===== config.mk =====
export PLATFORM = sky130hd
export DESIGN_NAME = cfg_boot_loader
export DESIGN_NICKNAME = d
export VERILOG_FILES = /design/src/rtl/cbl_pkg.sv /design/src/rtl/cbl_sync.sv /design/src/rtl/cbl_tick_gen.sv /design/src/rtl/cbl_bit_engine.sv /design/src/rtl/cfg_boot_loader.sv
export SDC_FILE = /design/constraint.sdc
export NUM_CORES = 1
export LEC_CHECK = 0
export BUFFER_PORTS_ARGS = -buffer_cell sky130_fd_sc_hd__buf_2
export CAP_MARGIN = 10
export CORE_MARGIN = 5
export CORE_UTILIZATION = 55
export DETAILED_ROUTE_END_ITERATION = 10
export PLACE_DENSITY_LB_ADDON = 0.25
export SYNTH_ARGS = -nofsm -noshare
export SYNTH_HDL_FRONTEND = slang
export SYNTH_SLANG_ARGS = --single-unit
export TNS_END_PERCENT = 10

===== constraint.sdc =====
create_clock -name clk_i -period 4.8 [get_ports clk_i]
set_clock_uncertainty 0.15 [all_clocks]
set_input_delay 0.96 -clock clk_i [delete_from_list [all_inputs] [get_ports clk_i]]
set_output_delay 0.96 -clock clk_i [all_outputs]
set_load 0.01 [all_outputs]

===== src/rtl/cbl_pkg.sv =====
package cbl_pkg;
  localparam int unsigned BYTE_W = 8;

  typedef enum logic [1:0] {CMD_START, CMD_STOP, CMD_WR, CMD_RD} cmd_e;

  typedef enum logic [3:0] {
    S_PROBE, S_ABSENT, S_IDLE, S_START1, S_DEVW, S_WADDR,
    S_START2, S_DEVR, S_RADDR, S_RDATA, S_STOP
  } seq_e;
endpackage


===== src/rtl/cbl_sync.sv =====
module cbl_sync #(
  parameter logic RST_VAL = 1'b1
) (
  input  logic clk_i,
  input  logic rst_ni,
  input  logic d_i,
  output logic q_o
);
  logic [1:0] ff_q;

  always_ff @(posedge clk_i or negedge rst_ni) begin
    if (!rst_ni) ff_q <= {2{RST_VAL}};
    else         ff_q <= {ff_q[0], d_i};
  end

  assign q_o = ff_q[1];
endmodule


===== src/rtl/cbl_tick_gen.sv =====
module cbl_tick_gen #(
  parameter int unsigned QUARTER = 30
) (
  input  logic clk_i,
  input  logic rst_ni,
  input  logic en_i,
  output logic tick_o
);
  localparam int unsigned CW = (QUARTER > 1) ? $clog2(QUARTER) : 1;
  localparam logic [CW-1:0] LAST = CW'(QUARTER - 1);

  logic [CW-1:0] cnt_q;

  assign tick_o = en_i && (cnt_q == LAST);

  always_ff @(posedge clk_i or negedge rst_ni) begin
    if (!rst_ni)                cnt_q <= '0;
    else if (!en_i || tick_o)   cnt_q <= '0;
    else                        cnt_q <= cnt_q + CW'(1);
  end
endmodule


===== src/rtl/cbl_bit_engine.sv =====
module cbl_bit_engine
  import cbl_pkg::*;
(
  input  logic              clk_i,
  input  logic              rst_ni,
  input  logic              tick_i,
  input  logic              cmd_valid_i,
  input  cmd_e              cmd_i,
  input  logic [BYTE_W-1:0] tx_byte_i,
  input  logic              rd_nack_i,
  input  logic              sda_i,
  output logic              busy_o,
  output logic              done_o,
  output logic              ack_ok_o,
  output logic [BYTE_W-1:0] rx_byte_o,
  output logic              scl_rel_o,
  output logic              sda_rel_o,
  output logic              cond_o
);
  logic [1:0]        ph_q;
  logic [3:0]        bit_q;
  logic [BYTE_W-1:0] sh_q;
  cmd_e              cmd_q;
  logic              scl_q, sda_q, ack_q, busy_q, done_q;

  logic last_bit, is_wr, is_bit;
  assign last_bit = (bit_q == 4'd8);
  assign is_wr    = (cmd_q == CMD_WR);
  assign is_bit   = (cmd_q == CMD_WR) || (cmd_q == CMD_RD);

  always_ff @(posedge clk_i or negedge rst_ni) begin
    if (!rst_ni) begin
      ph_q <= '0; bit_q <= '0; sh_q <= '0; cmd_q <= CMD_START;
      scl_q <= 1'b1; sda_q <= 1'b1; ack_q <= 1'b0;
      busy_q <= 1'b0; done_q <= 1'b0;
    end else begin
      done_q <= 1'b0;
      if (!busy_q) begin
        if (cmd_valid_i) begin
          busy_q <= 1'b1; cmd_q <= cmd_i; sh_q <= tx_byte_i;
          bit_q <= '0; ph_q <= '0;
        end
      end else if (tick_i) begin
        ph_q <= ph_q + 2'd1;
        case (ph_q)
          2'd0: begin  // clock is low here: set up data
            if (cmd_q == CMD_START) sda_q <= 1'b1;
            else if (cmd_q == CMD_STOP) begin scl_q <= 1'b0; sda_q <= 1'b0; end
            else begin
              scl_q <= 1'b0;
              if (!last_bit) sda_q <= is_wr ? sh_q[BYTE_W-1] : 1'b1;
              else           sda_q <= is_wr ? 1'b1 : rd_nack_i;
            end
          end
          2'd1: scl_q <= 1'b1;
          2'd2: begin
            if (cmd_q == CMD_START)     sda_q <= 1'b0;
            else if (cmd_q == CMD_STOP) sda_q <= 1'b1;
            else if (!last_bit)         sh_q  <= {sh_q[BYTE_W-2:0], sda_i};
            else                        ack_q <= !sda_i;
          end
          default: begin
            if (cmd_q != CMD_STOP) scl_q <= 1'b0;
            if (!is_bit || last_bit) begin busy_q <= 1'b0; done_q <= 1'b1; end
            else bit_q <= bit_q + 4'd1;
          end
        endcase
      end
    end
  end

  assign busy_o    = busy_q;
  assign done_o    = done_q;
  assign ack_ok_o  = ack_q;
  assign rx_byte_o = sh_q;
  assign scl_rel_o = scl_q;
  assign sda_rel_o = sda_q;
  assign cond_o    = busy_q && !is_bit;
endmodule


===== src/rtl/cfg_boot_loader.sv =====
module cfg_boot_loader
  import cbl_pkg::*;
#(
  parameter int unsigned      CLK_PER_SCL = 120,
  parameter logic [6:0]       DEV_ADDR    = 7'h50,
  parameter logic [BYTE_W-1:0] WORD_ADDR  = 8'h00,
  parameter logic [BYTE_W-1:0] END_ADDR   = 8'hFF
) (
  input  logic              clk_i,
  input  logic              rst_ni,
  input  logic              reload_i,
  input  logic              scl_i,
  input  logic              sda_i,
  output logic              scl_oe_o,
  output logic              sda_oe_o,
  output logic              reg_we_o,
  output logic [BYTE_W-1:0] reg_addr_o,
  output logic [BYTE_W-1:0] reg_data_o,
  output logic [BYTE_W-1:0] stat_addr_o,
  output logic [BYTE_W-1:0] stat_data_o,
  output logic              busy_o,
  output logic              err_o,
  output logic              irq_o
);
  localparam int unsigned QUARTER = CLK_PER_SCL / 4;

  seq_e              state_q;
  logic              wait_q, err_q, irq_q, we_q;
  logic [1:0]        probe_q;
  logic [BYTE_W-1:0] addr_q, wa_q, wd_q, sta_q, std_q;

  logic scl_s, sda_s, tick, eng_busy, eng_done, eng_ack, eng_cond;
  logic scl_rel, sda_rel, cmd_valid, rd_nack, is_op, absent_w;
  logic [BYTE_W-1:0] rx, tx;
  cmd_e cmd;

  cbl_sync #(.RST_VAL(1'b1)) u_sync_scl (.clk_i, .rst_ni, .d_i(scl_i), .q_o(scl_s));
  cbl_sync #(.RST_VAL(1'b1)) u_sync_sda (.clk_i, .rst_ni, .d_i(sda_i), .q_o(sda_s));

  cbl_tick_gen #(.QUARTER(QUARTER)) u_tick (
    .clk_i, .rst_ni, .en_i(eng_busy), .tick_o(tick)
  );

  cbl_bit_engine u_eng (
    .clk_i, .rst_ni, .tick_i(tick), .cmd_valid_i(cmd_valid), .cmd_i(cmd),
    .tx_byte_i(tx), .rd_nack_i(rd_nack), .sda_i(sda_s),
    .busy_o(eng_busy), .done_o(eng_done), .ack_ok_o(eng_ack), .rx_byte_o(rx),
    .scl_rel_o(scl_rel), .sda_rel_o(sda_rel), .cond_o(eng_cond)
  );

  always_comb begin
    cmd = CMD_START; tx = '0; is_op = 1'b1;
    case (state_q)
      S_START1, S_START2: cmd = CMD_START;
      S_DEVW:             begin cmd = CMD_WR; tx = {DEV_ADDR, 1'b0}; end
      S_WADDR:            begin cmd = CMD_WR; tx = WORD_ADDR; end
      S_DEVR:             begin cmd = CMD_WR; tx = {DEV_ADDR, 1'b1}; end
      S_RADDR, S_RDATA:   cmd = CMD_RD;
      S_STOP:             cmd = CMD_STOP;
      default:            is_op = 1'b0;
    endcase
  end

  assign cmd_valid = is_op && !eng_busy && !wait_q;
  assign rd_nack   = (state_q == S_RADDR) && (rx == END_ADDR);
  assign absent_w  = (state_q == S_ABSENT);

  always_ff @(posedge clk_i or negedge rst_ni) begin
    if (!rst_ni) begin
      state_q <= S_PROBE; wait_q <= 1'b0; err_q <= 1'b0; irq_q <= 1'b0;
      we_q <= 1'b0; probe_q <= '0; addr_q <= '0;
      wa_q <= '0; wd_q <= '0; sta_q <= '0; std_q <= '0;
    end else begin
      we_q  <= 1'b0;
      irq_q <= 1'b0;
      if (cmd_valid) wait_q <= 1'b1;
      case (state_q)
        S_PROBE: begin
          probe_q <= probe_q + 2'd1;
          if (probe_q == 2'd3) state_q <= scl_s ? S_START1 : S_ABSENT;
        end
        S_ABSENT: ;
        S_IDLE: if (reload_i) begin state_q <= S_START1; err_q <= 1'b0; end
        default: if (eng_done) begin
          wait_q <= 1'b0;
          case (state_q)
            S_START1: state_q <= S_DEVW;
            S_START2: state_q <= S_DEVR;
            S_DEVW, S_WADDR, S_DEVR: begin
              if (!eng_ack) begin state_q <= S_STOP; err_q <= 1'b1; end
              else if (state_q == S_DEVW)  state_q <= S_WADDR;
              else if (state_q == S_WADDR) state_q <= S_START2;
              else                         state_q <= S_RADDR;
            end
            S_RADDR: begin
              if (rx == END_ADDR) state_q <= S_STOP;
              else begin addr_q <= rx; state_q <= S_RDATA; end
            end
            S_RDATA: begin
              we_q <= 1'b1; wa_q <= addr_q; wd_q <= rx;
              sta_q <= addr_q; std_q <= rx;
              state_q <= S_RADDR;
            end
            default: begin state_q <= S_IDLE; irq_q <= 1'b1; end
          endcase
        end
      endcase
    end
  end

  assign scl_oe_o    = !scl_rel;
  assign sda_oe_o    = !sda_rel;
  assign reg_we_o    = we_q;
  assign reg_addr_o  = wa_q;
  assign reg_data_o  = wd_q;
  assign stat_addr_o = sta_q;
  assign stat_data_o = std_q;
  assign busy_o      = is_op;
  assign err_o       = err_q;
  assign irq_o       = irq_q;
endmodule


Word-level counts from Yosys, hierarchy flattened
Cells that the tools add are included.

word-level totals
  input port bits = 5
  register bits = 64

cells by class
  reductions and logical operators = 40
  muxes and demuxes = 63
  bitwise gates (word level) = 8
  add/subtract/negate cells = 4
  equality and inequality tests = 32

operator list
  cell                count
  $mux 8              7
  $mux 4              11
  $mux 1              32
  $ne 2x2->1 const B  11
  $pmux 4 s5          1
  $eq 4x3->1 const B  4
  $eq 4x4->1 const B  4
  $pmux 8 s2          1
  $reduce_and 4->1    4
  $pmux 4 s3          1
  $reduce_and 6->1    2
  $mux 2              5
  $reduce_and 5->1    2
  $reduce_or 3->1     3
  $eq 2x2->1 const B  4
  $eq 4x2->1 const B  2
  $eq 8x8->1 const B  1
  $not 1->1           8
  $reduce_bool 2->1   4
  $reduce_or 8->1     1
  $reduce_or 7->1     1
  $logic_not 1->1     6
  $pmux 2 s3          1
  $reduce_bool 3->1   2
  18 further kinds    29

Depth between registers and ports, before layout
  depth after elaboration = 8
  depth in mapped cells = 6

By module
From an unflattened synthesis, not the netlist that was laid out.

second synthesis, totals
  cell total of the unflattened synthesis = 278
  area, all modules = 3231.8 sq um

modules (own cells, without submodules)
  module           times used  cells an instance  sequential area each (sq um)  area each (sq um)
  cfg_boot_loader  1           144                850.8                         1765.4
  cbl_bit_engine   1           108                528.0                         1134.8
  cbl_tick_gen     1           22                 125.1                         226.5
  cbl_sync         2           2                  52.6                          52.6

Least setup slack after synthesis
No wires, ideal clock.

  kind = register to output
  start point = register state_q[3]
  end point = output busy_o
  arrival = 1.006 ns
  required time = 3.690 ns
  path slack = 2.684 ns
  stages on the path, launching flop included = 5
  cells stage by stage = dfrtp_1 -> buf_2 -> clkbuf_1 -> a211oi_1 -> nor2_1

on the way
  word-level cells in the longest chain between the ends = 3
  elaborated cells between the ends (all ways) = 10

RTL lines
  what                                line                   RTL
  start, declared                     cfg_boot_loader.sv:27  seq_e state_q;
  start signal, assigned              cfg_boot_loader.sv:80  if (probe_q == 2'd3) state_q <= scl_s ? S_START1 : S_ABSENT;
  $eq 4x4->1 (tied with other cells)  cfg_boot_loader.sv:53  case (state_q)
  $reduce_or 8->1 (no line) *         -
  $mux 1 *                            cfg_boot_loader.sv:53
  end, declared                       cfg_boot_loader.sv:21  output logic busy_o,

Every way passes the cells marked *; elsewhere a longest branch is shown, timed or not.

Final worst setup path
  start point = register state_q[0]
  end point = output busy_o

Same word-level chain as after synthesis.

==> summary.md <==
| Metric | Value |
|---|---|
| Netlist Area Pre-Place | `3130 µm²` |
| Cells on worst reg2reg path | `3` |
| Synth Flop Type | `sky130_fd_sc_hd__dfrtp_1` |
| GPL Wtd Cong | `0.782` |
| Finished Core Util | `0.637` |
| HPWL after detailed placement | `4020 µm` |
| Number of slew-limit violations in the final report | `0` |
| Placed instance area | `3270 µm²` |
| Warnings, synthesis | `0` |
| Outcome | `finished, final reports clean` |
| Normalized max-slew margin | `0.471` |
| Cell type with the highest occurrence count on the critical path | `sky130_fd_sc_hd__nor2_1` |
| Number of global-route vias before repair | `2088` |
| Filler Cells Inserted | `445` |
| Routed wire length | `5840 µm` |
| Ratio of total power to cell area | `332 nW/µm²` |
| CP max stage delay | `530 ps` |
| Part of the cycle the worst path needs | `0.576` |
| Clk Latency, worst-skew pair | `350 ps` |
| Vias per std cell | `5.52` |
| Share of flip-flops with an asynchronous set or reset after synthesis | `1.00` |
| Overall track demand over capacity in global routing | `0.177` |
| Number of buffers inserted during clock tree synthesis | `9` |
| Minimum setup slack after placement | `2400 ps` |
| Cell with the largest stage delay on the worst path | `sky130_fd_sc_hd__dfrtp_1` |
| Unrepaired setup endpoints after global routing | `false` |
| Num Clock Sinks | `64` |
| Net count reported at finish | `325` |
| Port Buffers | `42` |
| First-pass detailed-route iteration total | `4` |
| Drt initial violations | `121` |
| Gate count of the mapped netlist | `284` |
| Netlist cell types | `50` |
| Number of cell rows | `27` |
| EDFF count, synth | `0` |
| Routed length per instance | `15.1 µm` |
| Area of the core | `5510 µm²` |
| Clock Pin Slew Worst Setup and Hold Paths | `70 ps` |
| WP buf/inv | `1` |
| Top area cells in the synthesized netlist | `sky130_fd_sc_hd__dfrtp_1 (46%), sky130_fd_sc_hd__mux2_2 (6.5%), sky130_fd_sc_hd__dfstp_2 (5.0%)` |
| Filler-free cell count of the finished design | `388` |
| CP required | `3690 ps` |
| Levels on crit path | `4` |
| Setup ws final | `2040 ps` |
| Worst EP arrival | `1650 ps` |
| Final setup vio count | `0` |
| Leak pwr | `1.72 nW` |
| X dimension of the die | `85.5 µm` |
| Synthesis-stage register bit count | `64` |
| CP cell instances | `a21oi_2, nor2_1, nor2_1, buf_2` |
| Clk buf depth | `2` |
| Leading cell type in the layout, fill and taps excluded | `sky130_fd_sc_hd__dfrtp_1` |
| Largest net degree at the start of global routing | `36` |
| Final design area excluding fillers | `3510 µm²` |
| CTS tree | `done` |
| Portion of the post-synthesis area used by sequential elements | `0.514` |
| Net Count, Synth | `298` |
| Internal reg-to-reg setup slack | `2380 ps` |
| Startpoint of the worst setup timing path | `state_q[0]` |
| Start of the worst register-to-register path | `state_q[3]` |
| Reg-to-reg critical path endpoint | `stat_addr_o[6]` |
| Avg Synthesized Cell Area | `11.0 µm²` |
| Commonest cells after routing, fill and taps aside | `sky130_fd_sc_hd__dfrtp_1 (58), sky130_fd_sc_hd__buf_2 (42), sky130_fd_sc_hd__nand2_1 (21)` |
| Maximum ir drop on the vdd rail | `0.253 mV` |
| Worst-Margin Slew | `793 ps` |
| Ports placed on the boundary | `43` |
| Effective utilization at floorplan | `0.569` |
| Synth area leader | `sky130_fd_sc_hd__dfrtp_1` |
| Sum of internal, switching and leakage power | `1.16 mW` |
| Post-route ant nets | `0` |
| Sort of element at the end of the critical path | `output pin` |
| Die outline area | `7300 µm²` |
| Number of setup buffers added after CTS | `0` |
| Relative area change from synthesis to final layout | `12.1%` |
| Number of endpoints with negative hold slack in the final report | `0` |
| Sum of negative setup slack | `0 ps` |
| Final critical-path required period | `2760 ps` |
| Vias after detailed routing | `2142` |
| Deepest level of the CTS H-tree | `3` |
| Hold bufs inserted after CTS | `0` |
| Worst Hold Margin | `209 ps` |
| Antenna violations before repair | `0` |
| Final antenna diode count | `0` |
| Worst setup endpoint | `busy_o` |
| Die Height | `85.5 µm` |
| Highest net fanout along the worst path | `13` |
| Top Family by Delay on Critical Path | `flip-flops` |
| Number of placed cells counting well taps | `372` |
| Global-route wire length before repair | `10100 µm` |
| GR Overflow Total | `0` |
| Achievable clock frequency | `362 MHz` |
| Number of DRC violations after detailed routing | `0` |
| Class of the worst hold path | `flop to flop` |
| Category of the most critical setup path | `flop to output pin` |
| MaxCap Viol Count | `0` |
| Share of cells above drive strength 1 | `0.304` |
| Clk Tree Root Cell | `sky130_fd_sc_hd__clkbuf_8` |
| Area fraction of the dominant cell type after synthesis | `0.463` |
| Type of origin of the critical path | `flop` |
| Cts repair resizes | `0` |
==> report_power, final <==
group,internal (mW),switching [mW],leakage (nW)
clock,0.345,0.214,0.119
combinational,0.0139,0.0245,0.744
sequential,0.551,0.0149,0.854
==> cell usage after synthesis (3+ instances only) <==
cell type and number:
sky130_fd_sc_hd__nand3_1 8, sky130_fd_sc_hd__nand4_1 5, sky130_fd_sc_hd__a21oi_1 9, sky130_fd_sc_hd__nand2_1 21
sky130_fd_sc_hd__o31ai_1 5, sky130_fd_sc_hd__nand2b_1 3, sky130_fd_sc_hd__nor2_1 20, sky130_fd_sc_hd__buf_4 16
sky130_fd_sc_hd__buf_2 4, sky130_fd_sc_hd__xor2_1 4, sky130_fd_sc_hd__clkbuf_1 6, sky130_fd_sc_hd__ha_1 9
sky130_fd_sc_hd__mux2_4 8, sky130_fd_sc_hd__dfstp_2 6, sky130_fd_sc_hd__inv_1 19, sky130_fd_sc_hd__o2bb2ai_1 5
sky130_fd_sc_hd__mux2_2 18, sky130_fd_sc_hd__nor3_1 4, sky130_fd_sc_hd__dfrtp_1 58, sky130_fd_sc_hd__o21ai_0 12
sky130_fd_sc_hd__mux2i_1 5
==> logic make-up after synthesis <==
logic type | count (synthesis) | share of synthesized area
AO/OA/AOI/OAI | 49 | 0.109
AND/OR/NAND/NOR | 78 | 0.122
adder cells (fa/ha/maj) | 9 | 0.0360
XOR/XNOR | 6 | 0.0168
flip-flops | 64 | 0.514
multiplexers | 32 | 0.123
buffers and inverters | 46 | 0.0783
==> per-layer routing <==
layer,wire length [µm],global-route usage,vias to the layer above
met3,375,0.0437,12
met4,116,0.0791,0
met5,0,0,-
met2,2750,0.274,73
li1,-,-,1033
met1,2600,0.237,1024
==> state kept, by name (all words and copies together) (netlist names), 2 cells and up <==
signal           count
addr_q               8
probe_q              2
stat_addr_o          8
stat_data_o          8
state_q              4
u_eng.bit_q          4
u_eng.cmd_q          2
u_eng.ph_q           2
u_eng.rx_byte_o      8
u_sync_scl.ff_q      2
u_sync_sda.ff_q      2
u_tick.cnt_q         5
==> area by class of cell <==
cell class	instances	area, µm²	share of cell area
repair buffers	43	218	0.0620
well taps	72	90.1	0.0257
multi-input cells	174	1280	0.364
clock inverters	7	120	0.0342
clock buffers	9	124	0.0353
flip-flops and latches	64	1610	0.458
inverters	19	71.3	0.0203
==> how the worst min path moves through the flow <==
| stage | depth (start not counted) | to | startpoint |
|---|---|---|---|
| after CTS | 0 | u_sync_sda.ff_q[1] | u_sync_sda.ff_q[0] |
| after detailed placement | 0 | u_sync_sda.ff_q[1] | u_sync_sda.ff_q[0] |
| final | 0 | u_sync_scl.ff_q[1] | u_sync_scl.ff_q[0] |
| after global routing | 0 | u_sync_sda.ff_q[1] | u_sync_sda.ff_q[0] |
| after global placement | 0 | u_sync_scl.ff_q[1] | u_sync_scl.ff_q[0] |
| after floorplan | 0 | u_sync_scl.ff_q[1] | u_sync_scl.ff_q[0] |
Power figures use the tool's default switching activity.
